### src/rtl/qdr4_pkg.sv
package qdr4_pkg;
  localparam int BEATS  = 4;
  localparam int BEAT_W = 2;

  typedef enum logic {
    SLOT_START = 1'b0,
    SLOT_WADDR = 1'b1
  } slot_e;

  typedef logic [BEAT_W-1:0] beat_t;
endpackage

### src/rtl/qdr4_slot_ctrl.sv
module qdr4_slot_ctrl
  import qdr4_pkg::*;
#(
  parameter int AW = 4
) (
  input  logic          clk,
  input  logic          rst_n,
  input  logic          rd_req_n,
  input  logic          wr_req_n,
  input  logic [AW-1:0] addr,
  output logic          rd_fire,
  output logic [AW-1:0] rd_base,
  output logic          wr_first,
  output logic          wr_second,
  output logic [AW-1:0] wr_base
);
  slot_e phase_q, phase_d;
  logic  rd_acc, wr_acc;

  always_comb begin
    phase_d = (phase_q == SLOT_START) ? SLOT_WADDR : SLOT_START;
    rd_acc  = (phase_q == SLOT_START) && !rd_req_n;
    wr_acc  = (phase_q == SLOT_START) && rd_req_n && !wr_req_n;
  end

  always_ff @(posedge clk or negedge rst_n) begin
    if (!rst_n) begin
      phase_q   <= SLOT_START;
      rd_fire   <= 1'b0;
      wr_first  <= 1'b0;
      wr_second <= 1'b0;
    end else begin
      phase_q   <= phase_d;
      rd_fire   <= rd_acc;
      wr_first  <= wr_acc;
      wr_second <= wr_first;
    end
  end

  // address registers: enabled loads, no reset needed
  always_ff @(posedge clk) begin
    if (rd_acc)   rd_base <= addr;
    if (wr_first) wr_base <= addr;
  end


  rd_on_second_edge_chk: assert property (@(posedge clk) disable iff (!rst_n)
    rd_fire |-> (phase_q == SLOT_WADDR));


  no_dual_start_chk: assert property (@(posedge clk) disable iff (!rst_n)
    !(rd_fire && wr_first));


  wr_step_order_chk: assert property (@(posedge clk) disable iff (!rst_n)
    wr_second |-> $past(wr_first));
endmodule

### src/rtl/qdr4_wr_path.sv
module qdr4_wr_path
  import qdr4_pkg::*;
#(
  parameter int AW    = 4,
  parameter int DW    = 18,
  parameter int LANES = 2
) (
  input  logic                              clk,
  input  logic                              rst_n,
  input  logic                              wr_first,
  input  logic                              wr_second,
  input  logic [AW-1:0]                     wr_base,
  input  logic [DW-1:0]                     wd_rise,
  input  logic [DW-1:0]                     wd_fall,
  input  logic [LANES-1:0]                  wbe_rise_n,
  input  logic [LANES-1:0]                  wbe_fall_n,
  output logic                              pend_valid,
  output logic [AW-1:0]                     pend_base,
  output logic [BEATS-1:0][DW-1:0]          pend_word,
  output logic [BEATS-1:0][LANES-1:0]       pend_en
);
  logic [1:0][DW-1:0]    col_word;
  logic [1:0][LANES-1:0] col_en;
  logic                  pend_valid_d;

  always_comb pend_valid_d = wr_second;

  always_ff @(posedge clk or negedge rst_n) begin
    if (!rst_n) pend_valid <= 1'b0;
    else        pend_valid <= pend_valid_d;
  end

  // first half of the burst: beats 0 and 1
  always_ff @(posedge clk) begin
    if (wr_first) begin
      col_word[0] <= wd_rise;
      col_word[1] <= wd_fall;
      col_en[0]   <= ~wbe_rise_n;
      col_en[1]   <= ~wbe_fall_n;
    end
  end

  // second half arrives: whole burst moves into the pending buffer
  always_ff @(posedge clk) begin
    if (wr_second) begin
      pend_base    <= wr_base;
      pend_word[0] <= col_word[0];
      pend_word[1] <= col_word[1];
      pend_word[2] <= wd_rise;
      pend_word[3] <= wd_fall;
      pend_en[0]   <= col_en[0];
      pend_en[1]   <= col_en[1];
      pend_en[2]   <= ~wbe_rise_n;
      pend_en[3]   <= ~wbe_fall_n;
    end
  end


  pend_one_cycle_chk: assert property (@(posedge clk) disable iff (!rst_n)
    pend_valid |=> !pend_valid);
endmodule

### src/rtl/qdr4_array.sv
module qdr4_array
  import qdr4_pkg::*;
#(
  parameter int AW    = 4,
  parameter int DW    = 18,
  parameter int LANES = 2
) (
  input  logic                        clk,
  input  logic                        we,
  input  logic [AW-1:0]               wr_base,
  input  logic [BEATS-1:0][DW-1:0]    wr_word,
  input  logic [BEATS-1:0][LANES-1:0] wr_en,
  input  logic [AW-1:0]               rd_base,
  output logic [BEATS-1:0][DW-1:0]    rd_word
);
  localparam int LW    = DW / LANES;
  localparam int WORDS = (1 << AW) * BEATS;

  logic [DW-1:0] mem [WORDS];

  always_ff @(posedge clk) begin
    if (we) begin
      for (int b = 0; b < BEATS; b++) begin
        for (int l = 0; l < LANES; l++) begin
          if (wr_en[b][l])
            mem[{wr_base, BEAT_W'(b)}][l*LW +: LW] <= wr_word[b][l*LW +: LW];
        end
      end
    end
  end

  for (genvar b = 0; b < BEATS; b++) begin : g_rd
    assign rd_word[b] = mem[{rd_base, BEAT_W'(b)}];
  end
endmodule

### src/rtl/qdr4_rd_path.sv
module qdr4_rd_path
  import qdr4_pkg::*;
#(
  parameter int AW    = 4,
  parameter int DW    = 18,
  parameter int LANES = 2
) (
  input  logic                        clk,
  input  logic                        rst_n,
  input  logic                        fire,
  input  logic [AW-1:0]               rd_base,
  input  logic [BEATS-1:0][DW-1:0]    arr_word,
  input  logic                        pend_valid,
  input  logic [AW-1:0]               pend_base,
  input  logic [BEATS-1:0][DW-1:0]    pend_word,
  input  logic [BEATS-1:0][LANES-1:0] pend_en,
  output logic [DW-1:0]               rd_rise,
  output logic [DW-1:0]               rd_fall,
  output logic                        rd_oe
);
  localparam int LW = DW / LANES;

  logic                     hit;
  logic [BEATS-1:0][DW-1:0] merged;
  logic [1:0][DW-1:0]       hold_q;
  logic                     tail_q, tail_d, oe_d;
  logic [DW-1:0]            rise_d, fall_d;

  assign hit = pend_valid && (pend_base == rd_base);

  for (genvar b = 0; b < BEATS; b++) begin : g_beat
    for (genvar l = 0; l < LANES; l++) begin : g_lane
      assign merged[b][l*LW +: LW] = (hit && pend_en[b][l]) ?
                                     pend_word[b][l*LW +: LW] :
                                     arr_word[b][l*LW +: LW];
    end
  end

  always_comb begin
    rise_d = '0;
    fall_d = '0;
    oe_d   = 1'b0;
    tail_d = 1'b0;
    if (fire) begin
      rise_d = merged[0];
      fall_d = merged[1];
      oe_d   = 1'b1;
      tail_d = 1'b1;
    end else if (tail_q) begin
      rise_d = hold_q[0];
      fall_d = hold_q[1];
      oe_d   = 1'b1;
    end
  end

  always_ff @(posedge clk or negedge rst_n) begin
    if (!rst_n) begin
      rd_rise <= '0;
      rd_fall <= '0;
      rd_oe   <= 1'b0;
      tail_q  <= 1'b0;
    end else begin
      rd_rise <= rise_d;
      rd_fall <= fall_d;
      rd_oe   <= oe_d;
      tail_q  <= tail_d;
    end
  end

  always_ff @(posedge clk) begin
    if (fire) begin
      hold_q[0] <= merged[2];
      hold_q[1] <= merged[3];
    end
  end


  oe_two_cycles_chk: assert property (@(posedge clk) disable iff (!rst_n)
    fire |-> ##1 rd_oe ##1 rd_oe);


  quiet_when_off_chk: assert property (@(posedge clk) disable iff (!rst_n)
    !rd_oe |-> (rd_rise == '0 && rd_fall == '0));


  oe_has_cause_chk: assert property (@(posedge clk) disable iff (!rst_n)
    $rose(rd_oe) |-> $past(fire));
endmodule

### src/rtl/qdr4_sram.sv
module qdr4_sram
  import qdr4_pkg::*;
#(
  parameter int AW    = 4,
  parameter int DW    = 18,
  parameter int LANES = 2
) (
  input  logic             clk,
  input  logic             rst_n,
  input  logic             rd_req_n,
  input  logic             wr_req_n,
  input  logic [AW-1:0]    addr,
  input  logic [DW-1:0]    wd_rise,
  input  logic [DW-1:0]    wd_fall,
  input  logic [LANES-1:0] wbe_rise_n,
  input  logic [LANES-1:0] wbe_fall_n,
  output logic [DW-1:0]    rd_rise,
  output logic [DW-1:0]    rd_fall,
  output logic             rd_oe
);
  logic                        rd_fire, wr_first, wr_second;
  logic [AW-1:0]               rd_base, wr_base, pend_base;
  logic                        pend_valid;
  logic [BEATS-1:0][DW-1:0]    pend_word, arr_word;
  logic [BEATS-1:0][LANES-1:0] pend_en;

  qdr4_slot_ctrl #(.AW(AW)) u_ctrl (
    .clk      (clk),
    .rst_n    (rst_n),
    .rd_req_n (rd_req_n),
    .wr_req_n (wr_req_n),
    .addr     (addr),
    .rd_fire  (rd_fire),
    .rd_base  (rd_base),
    .wr_first (wr_first),
    .wr_second(wr_second),
    .wr_base  (wr_base)
  );

  qdr4_wr_path #(.AW(AW), .DW(DW), .LANES(LANES)) u_wr (
    .clk       (clk),
    .rst_n     (rst_n),
    .wr_first  (wr_first),
    .wr_second (wr_second),
    .wr_base   (wr_base),
    .wd_rise   (wd_rise),
    .wd_fall   (wd_fall),
    .wbe_rise_n(wbe_rise_n),
    .wbe_fall_n(wbe_fall_n),
    .pend_valid(pend_valid),
    .pend_base (pend_base),
    .pend_word (pend_word),
    .pend_en   (pend_en)
  );

  qdr4_array #(.AW(AW), .DW(DW), .LANES(LANES)) u_arr (
    .clk    (clk),
    .we     (pend_valid),
    .wr_base(pend_base),
    .wr_word(pend_word),
    .wr_en  (pend_en),
    .rd_base(rd_base),
    .rd_word(arr_word)
  );

  qdr4_rd_path #(.AW(AW), .DW(DW), .LANES(LANES)) u_rd (
    .clk       (clk),
    .rst_n     (rst_n),
    .fire      (rd_fire),
    .rd_base   (rd_base),
    .arr_word  (arr_word),
    .pend_valid(pend_valid),
    .pend_base (pend_base),
    .pend_word (pend_word),
    .pend_en   (pend_en),
    .rd_rise   (rd_rise),
    .rd_fall   (rd_fall),
    .rd_oe     (rd_oe)
  );
endmodule

### config.mk
export PLATFORM = sky130hd
export DESIGN_NAME = qdr4_sram
export DESIGN_NICKNAME = d
export VERILOG_FILES = /design/src/rtl/qdr4_pkg.sv /design/src/rtl/qdr4_slot_ctrl.sv /design/src/rtl/qdr4_wr_path.sv /design/src/rtl/qdr4_array.sv /design/src/rtl/qdr4_rd_path.sv /design/src/rtl/qdr4_sram.sv
export SDC_FILE = /design/constraint.sdc
export NUM_CORES = 1
export LEC_CHECK = 0
export BUFFER_PORTS_ARGS = -buffer_cell sky130_fd_sc_hd__clkbuf_2
export CAP_MARGIN = 20
export CORE_MARGIN = 1.5
export CORE_UTILIZATION = 50
export DETAILED_ROUTE_END_ITERATION = 7
export PLACE_DENSITY = 0.77
export SETUP_SLACK_MARGIN = 0.2
export SYNTH_ARGS = -nofsm -noshare
export SYNTH_HDL_FRONTEND = slang
export SYNTH_HIERARCHICAL = 1
export SYNTH_SLANG_ARGS = --single-unit
### constraint.sdc
create_clock -name clk -period 2.9 [get_ports clk]
set_input_delay 0.435 -clock clk [delete_from_list [all_inputs] [get_ports clk]]
set_output_delay 0.435 -clock clk [all_outputs]
set_load 0.02 [all_outputs]
# Yosys cells after proc, flatten, opt, wreduce, memory -nomap -nowiden
# Memory sizes are Yosys's and may differ from the RTL's. A register that Yosys moved wholly into a read port is not among the register bits.
# Index checks and enable logic that the tools add are counted.
[totals]
input_bits = 48
memories = 1
out_inout_bits = 37
wordCells = 77
ramBits = 1152
register_bits = 175
[classes]
n_bitwise = 3
reduce_logical = 10
n_eq_ne = 1
n_mux = 38
[mem_list]
columns = ["name", "depth", "width", "read_ports", "rd_ports_with_merged_regs", "write_ports", "line_no", "text"]
rows = [
  ["u_arr.mem", 64, 18, 4, 4, 4, "qdr4_array.sv:19", "logic [DW-1:0] mem [WORDS];"],
]
[op_table]
columns = ["cell", "count"]
rows = [
  ["two-way mux 18 bit", 4],
  ["two-way mux 9 bit", 4],
  ["two-way mux 1 bit", 28],
  ["two-way mux 6 bit", 2],
  ["logical AND 1 bit", 8],
  ["== test 4 bit", 1],
  ["inverter 2 bit", 2],
  ["logical NOT 1 bit", 2],
  ["inverter 1 bit", 1],
]

# Depth between registers and ports, before layout
# Gate-level depths: netlist of the first run.
[depth]
word_depth = 5
ltp_mapped = 9
ltp_nobuf = 6

# Hierarchy
# The synthesis of the first run kept the hierarchy.
[by_module_without_submodules]
columns = ["mod", "cells_each", "area_per_inst_um2", "instances", "seq_area_each_um2"]
rows = [
  ["qdr4_array", 1922, 43646.9, 1, 34593.2],
  ["qdr4_wr_path", 129, 3763.6, 1, 3748.6],
  ["qdr4_rd_path", 220, 3387.0, 1, 2031.9],
  ["qdr4_slot_ctrl", 15, 360.3, 1, 340.3],
]

# Worst setup path before layout of the first run
# No wires, ideal clock.
[synth_timing]
path_type = "reg-to-reg"
from = "register u_ctrl.wr_second"
to = "register u_wr.pend_base[0] (enable)"
setup_ns = 0.442
required_time_ns = 2.458
path_buffers = 0
stages_incl_launch_ff = 1
setup_slack_ns = 0.453
arrival_ns = 2.004
synth_period_minus_slack_ns = 2.447
path_cell_list = "dfrtp_1"
[synth_rtl]
columns = ["item", "line_no", "text"]
rows = [
  ["from (decl)", "qdr4_slot_ctrl.sv:14", "output logic wr_second,"],
  ["from (signal assigned)", "qdr4_slot_ctrl.sv:36", "wr_second <= wr_first;"],
  ["to (signal assigned)", "qdr4_wr_path.sv:46", "pend_base <= wr_base;"],
  ["to (decl)", "qdr4_wr_path.sv:18", "output logic [AW-1:0] pend_base,"],
]
# No word-level cell between the ends.

# Worst setup path in the final report of the first run
[layout_timing]
from = "register u_ctrl.rd_base[0]"
to = "register u_rd.rd_fall[16]"
[layout_via]
elab_chain_cells = 5
[layout_rtl]
columns = ["item", "line_no", "text"]
rows = [
  ["from (decl)", "qdr4_slot_ctrl.sv:12", "output logic [AW-1:0] rd_base,"],
  ["from (signal assigned)", "qdr4_slot_ctrl.sv:42", "if (rd_acc) rd_base <= addr;"],
  ["== test 4 bit", "qdr4_rd_path.sv:29", "assign hit = pend_valid && (pend_base == rd_base);"],
  ["logical AND 1 bit", "qdr4_rd_path.sv:29", ""],
  ["logical AND 1 bit", "qdr4_rd_path.sv:33", "assign merged[b][l*LW +: LW] = (hit && pend_en[b][l]) ?"],
  ["two-way mux 9 bit", "qdr4_rd_path.sv:33", ""],
  ["two-way mux 18 bit", "qdr4_rd_path.sv:44", "if (fire) begin"],
  ["named net u_rd.fall_d[16]", "qdr4_rd_path.sv:27", "logic [DW-1:0] rise_d, fall_d;"],
  ["to (signal assigned)", "qdr4_rd_path.sv:64", "rd_fall <= fall_d;"],
  ["to (decl)", "qdr4_rd_path.sv:18", "output logic [DW-1:0] rd_fall,"],
]
# The timed path passes the listed nets, and every way through them passes these cells.
# A chain may end at the register's enable or synchronous reset.

==> results.json, run 1 <==
{
  "outcome": "completed",
  "drt-initial-drc-count": 3777,
  "grt_usage": 0.239,
  "grt_pass1_wl_um": 178000,
  "nets": 2687,
  "num_vias": 25538,
  "layout_setup_ws_ps": 363,
  "synth_top_flop_cell": "edfxtp_1",
  "maxSlewViolCount": 0,
  "initial_utilization": 0.504,
  "crit_buf_inv": 3,
  "dpl_cell_area_mm2": 0.0545,
  "setup_viol_count_final": 0,
  "insertion_delay_ps": 740,
  "cts-root-buf": "clkbuf_16",
  "worst_pin_slew_ps": 874,
  "wl_um": 121000,
  "ir_worst_vdd_mv": 0.541,
  "cap_violations": 0,
  "relSlewSlack": 0.416,
  "synth-seq-cells": 1363,
  "p_leak_nw": 19.2,
  "h-tree-depth": 4,
  "drc": 0,
  "place.gp.congestion": 0.820,
  "die_area_mm2": 0.104,
  "r2r_cells": 7,
  "synth_edf_count": 1320,
  "slowest_delay_ps": 530,
  "core_area_mm2": 0.102,
  "grt_max_degree": 73,
  "die_h_um": 323,
  "clk_pin_slew_ps": 60,
  "skew_ps": 30.9,
  "hp-class": "primary input to register",
  "firstDrtPassIters": 5,
  "cts_made_buffers": 134,
  "final_util": 0.580,
  "drtAntennaViolNets": 0,
  "cts_resized": 0,
  "crit_arrival_ps": 3150,
  "synth.avg_cell_area_um2": 22.4,
  "crit_family": "buffers and inverters",
  "antenna_found_initial": 11,
  "clock-sinks": 1363,
  "cp_common_cell": "buf_12",
  "pre_cts_ws_ps": 368,
  "gr-total-overflow": 0,
  "syn-num-nets": 2334,
  "num_io_pins": 85,
  "crit_cells": 7,
  "netlist-cell-type-count": 32,
  "hpwl_um": 78600,
  "crit_fanout": 24,
  "hold_viol": 0,
  "wl_per_cell_um": 29.5,
  "die_w_um": 323,
  "tritoncts": "done",
  "path_cells": "buf_12 > buf_12 > buf_12 > mux4_2 > a22oi_1 > nand2_1 > a221o_1",
  "hold_depth": 1,
  "worst-setup-path-type": "register to register",
  "clock_path_buffers": 3,
  "ys_seq_area_frac": 0.796,
  "vias_per_cell": 6.21,
  "design_area_mm2": 0.0589,
  "netlist_area_mm2": 0.0512,
  "syn_to_final_growth_pct": 15.2,
  "period_share": 0.875,
  "power.density_mw_per_mm2": 671,
  "async_reset_ff_frac": 0.0315,
  "ys_warn_count": 6,
  "max_freq_mhz": 394,
  "num_rows": 117,
  "grt_pass1_vias": 25788,
  "syn_inst": 2286,
  "rsz0062_at_grt": "false",
  "drive_gt1_frac": 0.296,
  "fin_setup_tns_ps": 0,
  "worstSetupEndpointType": "register",
  "io_buffers": 84,
  "hold_ws_ps": 41.3,
  "fin_crit_ps": 2540,
  "slowest_stage": "mux4_2",
  "worst_ep_required_time_ps": 3510,
  "crit_path_start_kind": "register"
}
## per-layer routing
layer | track usage | part of all wire | vias up
met5 | 0 | 0.00022 | -
met4 | 0.0858 | 0.032 | 4
met3 | 0.0563 | 0.12 | 243
met2 | 0.369 | 0.47 | 1686
met1 | 0.337 | 0.38 | 13328
li1 | - | - | 10277
## worst register-to-register path, delay by kind of cell, from the launching register on
kind	cells	cell delay, ps
flip-flops	1	450
buffers and inverters	3	700
AO/OA/AOI/OAI	2	650
multiplexers	1	540
AND/OR/NAND/NOR	1	90
## final cells by class
type	instances	area [um2]
tap	1368	1710
fill	6993	42700
sequential	1363	40700
clock buffer	189	3660
inverter	6	22.5
timing repair buffer	327	2610
clock inverter	46	384
antenna	6	15.0
multi-input combinational	807	9820
## report_power, final
group	internal (W)	leakage [nW]	switching (W)
Sequential	0.0216	12.5	0.000236
Combinational	0.000674	4.76	0.000865
Clock	0.00917	1.97	0.00698
Total	0.0315	19.2	0.00809
## per-stage QoR
stage          total power, W  instances
6_report               0.0396       4112
5_1_grt                0.0406       4111
4_1_cts                0.0398       4106
3_5_place_dp           0.0238       3837
3_3_place_gp           0.0237       3836
2_1_floorplan          0.0231       2286
## logic make-up after synthesis
| logic type | Yosys count | share of synthesized area |
|---|---|---|
| flip-flops | 1363 | 0.796 |
| multiplexers | 324 | 0.135 |
| AND/OR/NAND/NOR | 295 | 0.0262 |
| AO/OA/AOI/OAI | 185 | 0.0300 |
| buffers and inverters | 116 | 0.0128 |
| XOR/XNOR | 3 | 0.000514 |
## cell usage in the layout (no fill, tap or decap), drive strengths merged, types with 2 or more instances in the layout
master	Yosys	final
xnor2	3	3
nand3	13	13
clkinv	0	34
mux4	288	288
a221o	35	35
nand2	96	96
nor3	4	4
clkbuf	62	273
buf	48	209
a31oi	4	4
nand2b	2	2
inv	6	14
edfxtp	1320	1320
nor2b	7	7
diode	0	6
and2	36	36
bufinv	0	4
and3	2	2
mux2	36	36
dfrtp	43	43
dlygate4sd3	0	34
nor2	132	132
a22oi	144	144
## path summary, 6_finish.rpt
check | end | slack, ps | start
setup / recovery | u_rd/rd_fall[16] | 360 | u_ctrl/rd_base[0]
hold / removal | u_wr/col_word[12] | 40 | wd_rise[12]
setup reg to reg | u_rd/rd_fall[16] | 360 | u_ctrl/rd_base[0]
hold reg to reg | u_wr/pend_word[14] | 420 | u_wr/col_word[14]
max in group asynchronous | u_rd/rd_fall[4] | 1850 | rst_n
min in group asynchronous | u_rd/rd_rise[7] | 190 | rst_n
## synth_stat cells, types with 3 or more instances
| library cell | n | area share |
|---|---|---|
| inv_1 | 6 | 0.00044 |
| mux4_2 | 288 | 0.13 |
| buf_1 | 6 | 0.00044 |
| nand3_4 | 4 | 0.0014 |
| edfxtp_1 | 1320 | 0.77 |
| buf_4 | 9 | 0.0013 |
| nand3_1 | 9 | 0.00088 |
| nor2_1 | 132 | 0.0097 |
| buf_6 | 19 | 0.0042 |
| a22oi_1 | 144 | 0.021 |
| mux2_2 | 36 | 0.0079 |
| dfrtp_1 | 43 | 0.021 |
| xnor2_1 | 3 | 0.00051 |
| nand2_1 | 96 | 0.0070 |
| a31oi_4 | 4 | 0.0017 |
| nor3_2 | 4 | 0.00078 |
| buf_2 | 12 | 0.0012 |
| clkbuf_1 | 62 | 0.0045 |
| a221o_1 | 35 | 0.0068 |
| and2_1 | 36 | 0.0044 |
| nor2b_1 | 7 | 0.00086 |
## sequential cells by signal (all words and copies together), names as in the netlist
name	count
u_arr/mem	1152
u_wr/pend_word	72
u_rd/hold_q	36
u_wr/col_word	36
u_rd/rd_fall	18
u_rd/rd_rise	18
u_wr/pend_en	8
u_ctrl/rd_base	4
u_ctrl/wr_base	4
u_wr/col_en	4
u_wr/pend_base	4
u_ctrl/phase_q	1
u_ctrl/rd_fire	1
u_ctrl/wr_first	1
u_ctrl/wr_second	1
u_rd/rd_oe	1
u_rd/tail_q	1
u_wr/pend_valid	1
## repair_timing
item / CTS / global route
setup buffers: 0 / 0
hold buffers: 34 / 0
hold endpoints to repair: 79 / 0
(Power assumes the default switching activity.)
==> run 2, diff against run 1 <==
Settings changed: GPL_TIMING_DRIVEN set to 0.
==> run 2 against run 1 <==
The flow now finishes with violations (negative setup slack). Flip-flop and latch count stayed put. Register-to-register slack lost 590 ps. Via count grew 0.20%. Wire length rose by 3.8%. Maximum frequency fell by 19%. Clock power increased by 5%.
==> results.json, run 2 (same netlist as run 1, synthesis figures left out) <==
{
  "maxSlewViolCount": 0,
  "period_share": 1.08,
  "tritoncts": "done",
  "wl_per_cell_um": 31.5,
  "rrSetupSlack_ps": -220,
  "fin_crit_ps": 3120,
  "largest_reg_flops": 1152,
  "grt_pass1_wl_um": 179000,
  "p_sw_frac": 0.206,
  "hp-class": "primary input to register",
  "cts-root-buf": "clkbuf_16",
  "final_common_cell": "edfxtp_1",
  "dpl_cell_area_mm2": 0.0534,
  "clkPwrFrac": 0.420,
  "outcome": "complete, but fails checks",
  "p_switching_w": 0.00835,
  "num_vias": 25590,
  "crit_arrival_ps": 3460,
  "crit_path_start_kind": "register",
  "final_util": 0.577,
  "vias_per_cell": 6.39,
  "hold_ws_ps": 44.9,
  "core_area_mm2": 0.102,
  "grt_pass1_vias": 25382,
  "io_buffers": 84,
  "firstDrtPassIters": 8,
  "rsz0062_at_grt": "true",
  "slowest_stage": "nor2_1",
  "failed_checks": "negative setup slack",
  "ir_worst_vdd_mv": 0.816,
  "die_h_um": 323,
  "fill_cells": 6977,
  "design_area_mm2": 0.0586,
  "worst_ep_required_time_ps": 3240,
  "relSlewSlack": 0.143,
  "syn_to_final_growth_pct": 14.6,
  "nets": 2585,
  "grt_max_degree": 49,
  "insertion_delay_ps": 740,
  "intPower_w": 0.0322,
  "initial_utilization": 0.504,
  "hold_viol": 0,
  "num_io_pins": 85,
  "layout_setup_ws_ps": -223,
  "power.density_mw_per_mm2": 692,
  "combPwrFrac": 0.041,
  "drc": 0,
  "slowest_delay_ps": 960,
  "drtAntennaViolNets": 0,
  "clock-sinks": 1363,
  "antenna_found_initial": 12,
  "wl_um": 126000,
  "cts_made_buffers": 132,
  "cap_violations": 0,
  "die_area_mm2": 0.104,
  "final_cell_mix": "edfxtp_1 (1320), mux4_2 (288), a22oi_1 (143), clkbuf_16 (137), clkbuf_2 (105)",
  "drt-initial-drc-count": 3794,
  "max_freq_mhz": 320,
  "die_w_um": 323,
  "crit_fanout": 9,
  "p_leak_nw": 18.6,
  "clk_pin_slew_ps": 60,
  "gr-total-overflow": 0,
  "worst-setup-path-type": "register to register",
  "crit_family": "simple AND/OR/NAND/NOR gates",
  "largest_registers": "u_arr/mem x1152, u_wr/pend_word x72",
  "num_rows": 117,
  "grt_usage": 0.245,
  "hpwl_um": 82700,
  "antenna_cells": 0,
  "seqPwrFrac": 0.539,
  "clock_path_buffers": 3,
  "worstSetupEndpointType": "register",
  "h-tree-depth": 4,
  "setup_viol_count_final": 216,
  "skew_ps": 37.7,
  "regMostFlops": "u_arr/mem",
  "place.gp.congestion": 0.934,
  "path_cells": "nor2b_1 > nand2_1 > nor2_1",
  "drive_gt1_frac": 0.310,
  "worst_pin_slew_ps": 1280,
  "pre_cts_ws_ps": -420,
  "finalPower_w": 0.0406,
  "crit_buf_inv": 0
}
-- run 2: cell types whose count changed in the layout (fill, tap and decap cells not counted), sizes merged --
cell | before | now
buf | 209 | 58
bufinv | 4 | 14
clkbuf | 273 | 308
clkinv | 34 | 50
clkinvlp | 0 | 7
diode | 6 | 0
dlygate4sd3 | 34 | 21
inv | 14 | 9
-- run 2: power by group through the flow --
| stage | clock network [W] | registers [W] | logic, W |
|---|---|---|---|
| global route | 0.0180 | 0.0219 | 0.00173 |
| CTS | 0.0172 | 0.0219 | 0.00162 |
| detailed placement | 0 | 0.0223 | 0.00156 |
| floorplan | 0 | 0.0222 | 0.000926 |
| finish | 0.0170 | 0.0219 | 0.00167 |
| global placement | 0 | 0.0223 | 0.00152 |
-- run 2: worst reg2reg max path, stage by stage (launching register included) --
cell and delay (ps):
edfxtp_1 540, nor2b_1 460, nand2_1 780, nor2_1 970
-- run 2: worst paths after layout --
check | startpoint | end | cells after the start
worst max-delay path | u_wr/pend_base[0] | u_arr/mem[1][40] | 3
worst min-delay path | wd_rise[17] | u_wr/pend_word[53] | 1
worst max register to register | u_wr/pend_base[0] | u_arr/mem[1][40] | 3
worst min register to register | u_wr/col_en[0] | u_wr/pend_en[0] | 0
max in group asynchronous | rst_n | u_rd/rd_fall[16] | 3
min in group asynchronous | rst_n | u_rd/rd_rise[2] | 2
-- run 2: what timing repair did --
| item | 4_1_cts | 5_1_grt |
|---|---|---|
| pin swaps | 0 | 1 |
| hold buffers | 21 | 0 |
| gates resized for setup | 110 | 88 |
| setup buffers | 0 | 0 |
| setup endpoints to repair | 753 | 780 |
| hold endpoints to repair | 62 | 0 |
-- run 2: layout make-up --
cell class	instances	area [um2]	area share
multi-input combinational	807	10200	0.175
timing repair buffer	117	853	0.0146
buffer	110	737	0.0126
clock inverter	74	805	0.0137
sequential	1363	40700	0.695
tap	1368	1710	0.0292
inverter	6	22.5	0.000384
clock buffer	160	3520	0.0601
-- run 2: per-stage QoR --
stage / setup TNS, ps / cells
floorplan: 0 / 2286
global placement: -64350 / 3738
detailed placement: -65640 / 3746
CTS: -33350 / 4001
global route: -18400 / 4005
finish: -19420 / 4005
-- run 2: routing by layer --
layer / track usage / share of wire / wire [um] / vias to the layer above
li1: - / - / - / 10077
met1: 0.328 / 0.35 / 44100 / 13333
met2: 0.383 / 0.47 / 59700 / 1884
met3: 0.0666 / 0.14 / 17100 / 290
met4: 0.0993 / 0.041 / 5210 / 6
met5: 0 / 0.00031 / 39 / -
